`config.mk`:
```
export PLATFORM = sky130hd
export DESIGN_NAME = cyc_irq_counter
export DESIGN_NICKNAME = d
export VERILOG_FILES = /design/src/rtl/cyc_irq_pkg.sv /design/src/rtl/cyc_irq_decode.sv /design/src/rtl/cyc_irq_count.sv /design/src/rtl/cyc_irq_flag.sv /design/src/rtl/cyc_irq_rdmux.sv /design/src/rtl/cyc_irq_counter.sv
export SDC_FILE = /design/constraint.sdc
export NUM_CORES = 1
export LEC_CHECK = 0
export ABC_CLOCK_PERIOD_IN_PS = 1800
export BUFFER_PORTS_ARGS = -buffer_cell sky130_fd_sc_hd__buf_2
export CAP_MARGIN = 20
export CORE_UTILIZATION = 47
export DETAILED_ROUTE_END_ITERATION = 8
export PLACE_DENSITY = 0.77
export SLEW_MARGIN = 15
export SYNTH_ARGS = -nofsm -noshare
export SYNTH_HDL_FRONTEND = slang
export SYNTH_HIERARCHICAL = 1
export SYNTH_SLANG_ARGS = --single-unit
```
`constraint.sdc`:
```
create_clock -name clk_i -period 1.8 [get_ports clk_i]
set_clock_uncertainty 0.05 [all_clocks]
set_input_delay 0.18 -clock clk_i [delete_from_list [all_inputs] [get_ports clk_i]]
set_output_delay 0.18 -clock clk_i [all_outputs]
set_load 0.02 [all_outputs]
```
`src/rtl/cyc_irq_pkg.sv`:
```
package cyc_irq_pkg;
  typedef enum logic [1:0] {
    SEL_NONE = 2'd0,
    SEL_LO   = 2'd1,
    SEL_HI   = 2'd2
  } reg_sel_e;
endpackage

```
`src/rtl/cyc_irq_decode.sv`:
```
module cyc_irq_decode
  import cyc_irq_pkg::*;
#(
  parameter int          ADDR_W  = 16,
  parameter int          WIN_W   = 11,
  parameter logic [15:0] LO_BASE = 16'h5000,
  parameter logic [15:0] HI_BASE = 16'h5800
) (
  input  logic [ADDR_W-WIN_W-1:0] page_i,
  output reg_sel_e                sel_o
);
  localparam int PAGE_W = ADDR_W - WIN_W;
  localparam int N_WIN  = 2;

  logic [N_WIN-1:0] hit;

  function automatic logic [PAGE_W-1:0] win_page(input int idx);
    logic [15:0] base;
    base = (idx == 0) ? LO_BASE : HI_BASE;
    return base[ADDR_W-1:WIN_W];
  endfunction

  for (genvar i = 0; i < N_WIN; i++) begin : g_win
    assign hit[i] = (page_i == win_page(i));
  end

  always_comb begin
    unique case (hit)
      2'b01:   sel_o = SEL_LO;
      2'b10:   sel_o = SEL_HI;
      default: sel_o = SEL_NONE;
    endcase
  end
endmodule

```
`src/rtl/cyc_irq_count.sv`:
```
module cyc_irq_count #(
  parameter int CNT_W  = 15,
  parameter int DATA_W = 8
) (
  input  logic              clk_i,
  input  logic              rst_ni,
  input  logic              ce_i,
  input  logic              wr_lo_i,
  input  logic              wr_hi_i,
  input  logic [DATA_W-1:0] data_i,
  output logic [CNT_W-1:0]  cnt_o,
  output logic              en_o,
  output logic              reach_o
);
  localparam int HI_W = CNT_W - DATA_W;
  localparam logic [CNT_W-1:0] CNT_MAX = '1;
  localparam logic [CNT_W-1:0] CNT_PRE = CNT_MAX - 1'b1;

  logic [CNT_W-1:0] cnt_q, cnt_d;
  logic             en_q, en_d;
  logic             at_max, step;

  assign at_max = (cnt_q == CNT_MAX);
  // increment only on a live cycle that is not a register write
  assign step   = ce_i && !wr_lo_i && !wr_hi_i && !at_max;

  always_comb begin
    cnt_d = cnt_q;
    en_d  = en_q;
    if (wr_lo_i) begin
      cnt_d[DATA_W-1:0] = data_i;
    end else if (wr_hi_i) begin
      cnt_d[CNT_W-1:DATA_W] = data_i[HI_W-1:0];
      en_d                  = data_i[DATA_W-1];
    end else if (step) begin
      cnt_d = cnt_q + 1'b1;
    end
  end

  always_ff @(posedge clk_i or negedge rst_ni) begin
    if (!rst_ni) begin
      cnt_q <= '0;
      en_q  <= 1'b0;
    end else begin
      cnt_q <= cnt_d;
      en_q  <= en_d;
    end
  end

  assign cnt_o   = cnt_q;
  assign en_o    = en_q;
  assign reach_o = step && (cnt_q == CNT_PRE);
endmodule

```
`src/rtl/cyc_irq_flag.sv`:
```
module cyc_irq_flag (
  input  logic clk_i,
  input  logic rst_ni,
  input  logic reach_i,
  input  logic en_i,
  input  logic ack_i,
  output logic irq_o
);
  logic irq_q;

  // arrival wins over a read ack in the same cycle
  always_ff @(posedge clk_i or negedge rst_ni) begin
    if (!rst_ni)               irq_q <= 1'b0;
    else if (reach_i && en_i)  irq_q <= 1'b1;
    else if (ack_i)            irq_q <= 1'b0;
  end

  assign irq_o = irq_q;
endmodule

```
`src/rtl/cyc_irq_rdmux.sv`:
```
module cyc_irq_rdmux
  import cyc_irq_pkg::*;
#(
  parameter int CNT_W  = 15,
  parameter int DATA_W = 8
) (
  input  reg_sel_e          sel_i,
  input  logic [CNT_W-1:0]  cnt_i,
  input  logic              en_i,
  output logic [DATA_W-1:0] data_o
);
  localparam int HI_W = CNT_W - DATA_W;

  logic [DATA_W-1:0] hi_word;

  always_comb begin
    hi_word             = '0;
    hi_word[HI_W-1:0]   = cnt_i[CNT_W-1:DATA_W];
    hi_word[DATA_W-1]   = en_i;
  end

  always_comb begin
    unique case (sel_i)
      SEL_LO:  data_o = cnt_i[DATA_W-1:0];
      SEL_HI:  data_o = hi_word;
      default: data_o = '0;
    endcase
  end
endmodule

```
`src/rtl/cyc_irq_counter.sv`:
```
module cyc_irq_counter
  import cyc_irq_pkg::*;
#(
  parameter int          CNT_W   = 15,
  parameter int          DATA_W  = 8,
  parameter int          ADDR_W  = 16,
  parameter int          WIN_W   = 11,
  parameter logic [15:0] LO_BASE = 16'h5000,
  parameter logic [15:0] HI_BASE = 16'h5800
) (
  input  logic              clk_i,
  input  logic              rst_ni,
  input  logic [ADDR_W-1:0] cpu_addr_i,
  input  logic [DATA_W-1:0] cpu_data_i,
  input  logic              cpu_rw_i,
  input  logic              cpu_ce_i,
  output logic [DATA_W-1:0] cpu_rd_data_o,
  output logic              irq_o
);
  reg_sel_e         sel;
  logic             acc, wr_lo, wr_hi, wr_any;
  logic [CNT_W-1:0] cnt_q;
  logic             en_q, reach;

  cyc_irq_decode #(
    .ADDR_W (ADDR_W),
    .WIN_W  (WIN_W),
    .LO_BASE(LO_BASE),
    .HI_BASE(HI_BASE)
  ) u_dec (
    .page_i(cpu_addr_i[ADDR_W-1:WIN_W]),
    .sel_o (sel)
  );

  assign acc    = cpu_ce_i && (sel != SEL_NONE);
  assign wr_lo  = cpu_ce_i && !cpu_rw_i && (sel == SEL_LO);
  assign wr_hi  = cpu_ce_i && !cpu_rw_i && (sel == SEL_HI);
  assign wr_any = wr_lo || wr_hi;

  cyc_irq_count #(
    .CNT_W (CNT_W),
    .DATA_W(DATA_W)
  ) u_cnt (
    .clk_i  (clk_i),
    .rst_ni (rst_ni),
    .ce_i   (cpu_ce_i),
    .wr_lo_i(wr_lo),
    .wr_hi_i(wr_hi),
    .data_i (cpu_data_i),
    .cnt_o  (cnt_q),
    .en_o   (en_q),
    .reach_o(reach)
  );

  cyc_irq_flag u_flag (
    .clk_i  (clk_i),
    .rst_ni (rst_ni),
    .reach_i(reach),
    .en_i   (en_q),
    .ack_i  (acc),
    .irq_o  (irq_o)
  );

  cyc_irq_rdmux #(
    .CNT_W (CNT_W),
    .DATA_W(DATA_W)
  ) u_rd (
    .sel_i (sel),
    .cnt_i (cnt_q),
    .en_i  (en_q),
    .data_o(cpu_rd_data_o)
  );
endmodule

```
==> out/metrics.csv <==
stage,metric,value,unit
run_status,status,finished with violations,
run_status,violations,negative setup slack,
setup_path,r2r_end,u_cnt/cnt_o[7],
logic_synthesis,synth_edf_count,0,
placed_design,io_buffers,25,
logic_synthesis,ys_seq_area_frac,0.317,
setup_path,worstPathRequired,1930,ps
cells_and_area,fin_cells,260,
sta,finalSetupViolations,10,
power_and_ir_drop,p_leak,0.878,nW
cells_and_area,n_fill_cell,182,
setup_path,cp.arrival,2070,ps
cells_and_area,synthToLayoutAreaGrowth,53.3,%
setup_path,crit_type,flop to flop,
floorplan,die_h,55.4,um
logic_synthesis,ys_seq_elements,17,
worst_hold_path,holdCritStartpoint,cpu_data_i[7],
grt,grt_start_max_net_pins,18,
cells_and_area,multiInputGateArea,988,um2
sta,rsz0062_at_grt,true,
setup_path,path_cells,"nand4_1, or4_4, a21oi_4, buf_6, o21ai_1, o311ai_1",
setup_path,critPathLaunchType,flop,
floorplan,core,0.00273,mm2
detailed_routing,ant_nets,0,
grt,global_route.usage.total,0.322,
logic_synthesis,synth_flop_cell,dfrtp_1,
sta,report.final.slew_viol_count,0,
floorplan,num_rows,19,
detailed_routing,vias,1685,
detailed_routing,drt-initial-drc-count,156,
cells_and_area,register_area,428,um2
setup_path,crit_buf_inv,1,
clock_tree,cts_buffers,3,
floorplan,start_util,0.491,
clock_tree,tritoncts,yes,
logic_synthesis,syn_nets,188,
detailed_routing,wl_per_cell,20.0,um
setup_path,r2r-start,u_cnt/cnt_o[13],
logic_synthesis,synth_cell_types,41,
placed_design,place_area,0.00185,mm2
placed_design,place_hpwl,3490,um
placed_design,place_ws,-368,ps
sta,fin_crit,1930,ps
detailed_routing,firstDrtPassIters,5,
sta,post-route-worst-setup-slack,-134,ps
clock_tree,cts-htree-levels,1,
grt,grt_pass1_vias,1564,
grt,grt_overflow,0,
logic_synthesis,synthArstFlopShare,1.00,
cells_and_area,final_area,0.00206,mm2
logic_synthesis,ys_warn_count,6,
sta,min_period_over_period,1.07,
setup_path,crit_family,simple AND/OR/NAND/NOR gates,
worst_hold_path,whs_path_depth,3,
clock_tree,clkTransAtPathRegs,120,ps
clock_tree,clk_latency,300,ps
setup_path,path_max_fanout,5,
logic_synthesis,postSynthAreaPerCell,8.60,um2
placed_design,post-place-cells,249,
setup_path,crit_path_end_kind,flop,
floorplan,dieArea,0.00307,mm2
worst_hold_path,holdPathEnd,u_cnt/en_o,
logic_synthesis,netlist_area,0.00134,mm2
job,max-cap-violations,0,
detailed_routing,viasPerCell,6.48,
sta,hold_viol_final,0,
grt,antenna_found_initial,0,
detailed_routing,totalWireLength,5190,um
clock_tree,ctsLongestPathBuffers,2,
floorplan,die_w,55.4,um
worst_hold_path,hp-class,primary input to flop,
sta,relSlewSlack,0.723,
logic_synthesis,syn_inst,156,
setup_path,slowest_stage,or4_4,
sta,tightest_slew,416,ps
floorplan,ios,37,
cells_and_area,nNetsFinal,262,
setup_path,worst_r2r_path_depth,6,
grt,grt_pass1_wl,7610,um
setup_path,rrSetupSlack,-130,ps
detailed_routing,drc,0,
cells_and_area,layout-drive-gt1-share,0.528,
setup_path,cp_slowest_stage_delay,680,ps
placed_design,place_congestion,0.963,
sta,final.setup.tns,-754,ps
power_and_ir_drop,power_density,638,mW/mm2
cells_and_area,diodes,0,
cells_and_area,final_cell_mix,"buf_4 (46), buf_2 (24), nor2_1 (15), dfrtp_1 (15), nand2_1 (11)",
clock_tree,ctsRootBufferMaster,clkbuf_4,
cells_and_area,final_common_cell,buf_4,
sta,fmax,517,MHz
clock_tree,clock_sinks,17,
power_and_ir_drop,max-vdd-ir-drop,726,uV
-- synth_stat cells, drive strengths merged (2+ instances only) --
cell type | n | area [um2]
a21oi | 5 | 36.3
a221o | 4 | 40.0
a22oi | 12 | 130
and3 | 3 | 18.8
and4bb | 2 | 25.0
buf | 7 | 46.3
dfrtp | 17 | 425
ha | 4 | 50.1
inv | 8 | 30.0
nand2 | 13 | 56.3
nand3 | 11 | 60.1
nand4 | 6 | 43.8
nor2 | 22 | 87.6
nor3 | 10 | 50.1
nor4 | 3 | 25.0
o21a | 2 | 15.0
o21ai | 7 | 38.8
o22ai | 3 | 18.8
o311ai | 4 | 35.0
or4 | 2 | 18.8
xor2 | 2 | 17.5
-- layer usage --
| metal | wire length (um) | track usage |
|---|---|---|
| met4 | 309 | 0.186 |
| met5 | 0 | 0 |
| met3 | 467 | 0.0656 |
| met2 | 2480 | 0.513 |
| met1 | 1940 | 0.405 |
-- tightest hold or removal path, stage by stage --
cell and delay, ps:
buf_2 90, nand2_1 60, nand2_1 60
-- layout make-up --
| cell class | instances | area share |
|---|---|---|
| multi-input cells | 123 | 0.481 |
| repair buffers | 77 | 0.264 |
| flip-flops and latches | 17 | 0.208 |
| well taps | 31 | 0.0189 |
| inverters | 8 | 0.0146 |
| clock buffers | 3 | 0.0110 |
| clock inverters | 1 | 0.00243 |
-- metrics by stage --
step,hold slack [ps],util,power [mW]
2_1_floorplan,-166,-,0.770
3_3_place_gp,78.3,0.677,0.995
3_5_place_dp,86.9,0.677,1.02
4_1_cts,52.4,0.720,1.26
5_1_grt,70.6,0.752,1.38
6_report,54.7,0.752,1.31
-- flip-flops by register name, indices dropped and copies added (netlist names) --
signal	count
u_cnt/cnt_o	15
u_flag/irq_o	1
u_cnt/en_o	1
-- cells by family (layout without fill, tap and decap cells) --
family	Yosys count	count (layout)	synth area share
buffers and inverters	16	89	0.0597
flip-flops	17	17	0.317
AO/OA/AOI/OAI	41	41	0.258
AND/OR/NAND/NOR	76	76	0.314
adder cells (fa/ha/maj)	4	4	0.0373
XOR/XNOR	2	2	0.0131
-- where the power goes --
group	total (mW)	switching (mW)	internal (mW)
Sequential	0.524	0.0672	0.457
Clock	0.219	0.136	0.0827
Combinational	0.570	0.312	0.258
Total	1.31	0.515	0.797
-- worst max path at each step --
stage / startpoint / endpoint / slack [ps] / cells past startpoint
floorplan: cpu_addr_i[15] / u_cnt/cnt_o[11] / -370 / 10
global placement: cpu_addr_i[15] / u_cnt/cnt_o[11] / -300 / 9
detailed placement: cpu_addr_i[15] / u_cnt/cnt_o[11] / -370 / 9
CTS: u_cnt/cnt_o[11] / u_cnt/cnt_o[4] / -60 / 6
global route: u_cnt/cnt_o[13] / u_cnt/cnt_o[7] / -180 / 6
finish: u_cnt/cnt_o[13] / u_cnt/cnt_o[7] / -130 / 6
-- timing repair --
item                       in CTS  in global routing
setup buffers                   4                  2
hold buffers                    1                  0
hold endpoints to repair       17                  0
setup endpoints to repair      18                 21
pin swaps                      12                 11
gates resized for setup        12                 15
Note: power is estimated with default switching activity, not from simulation.
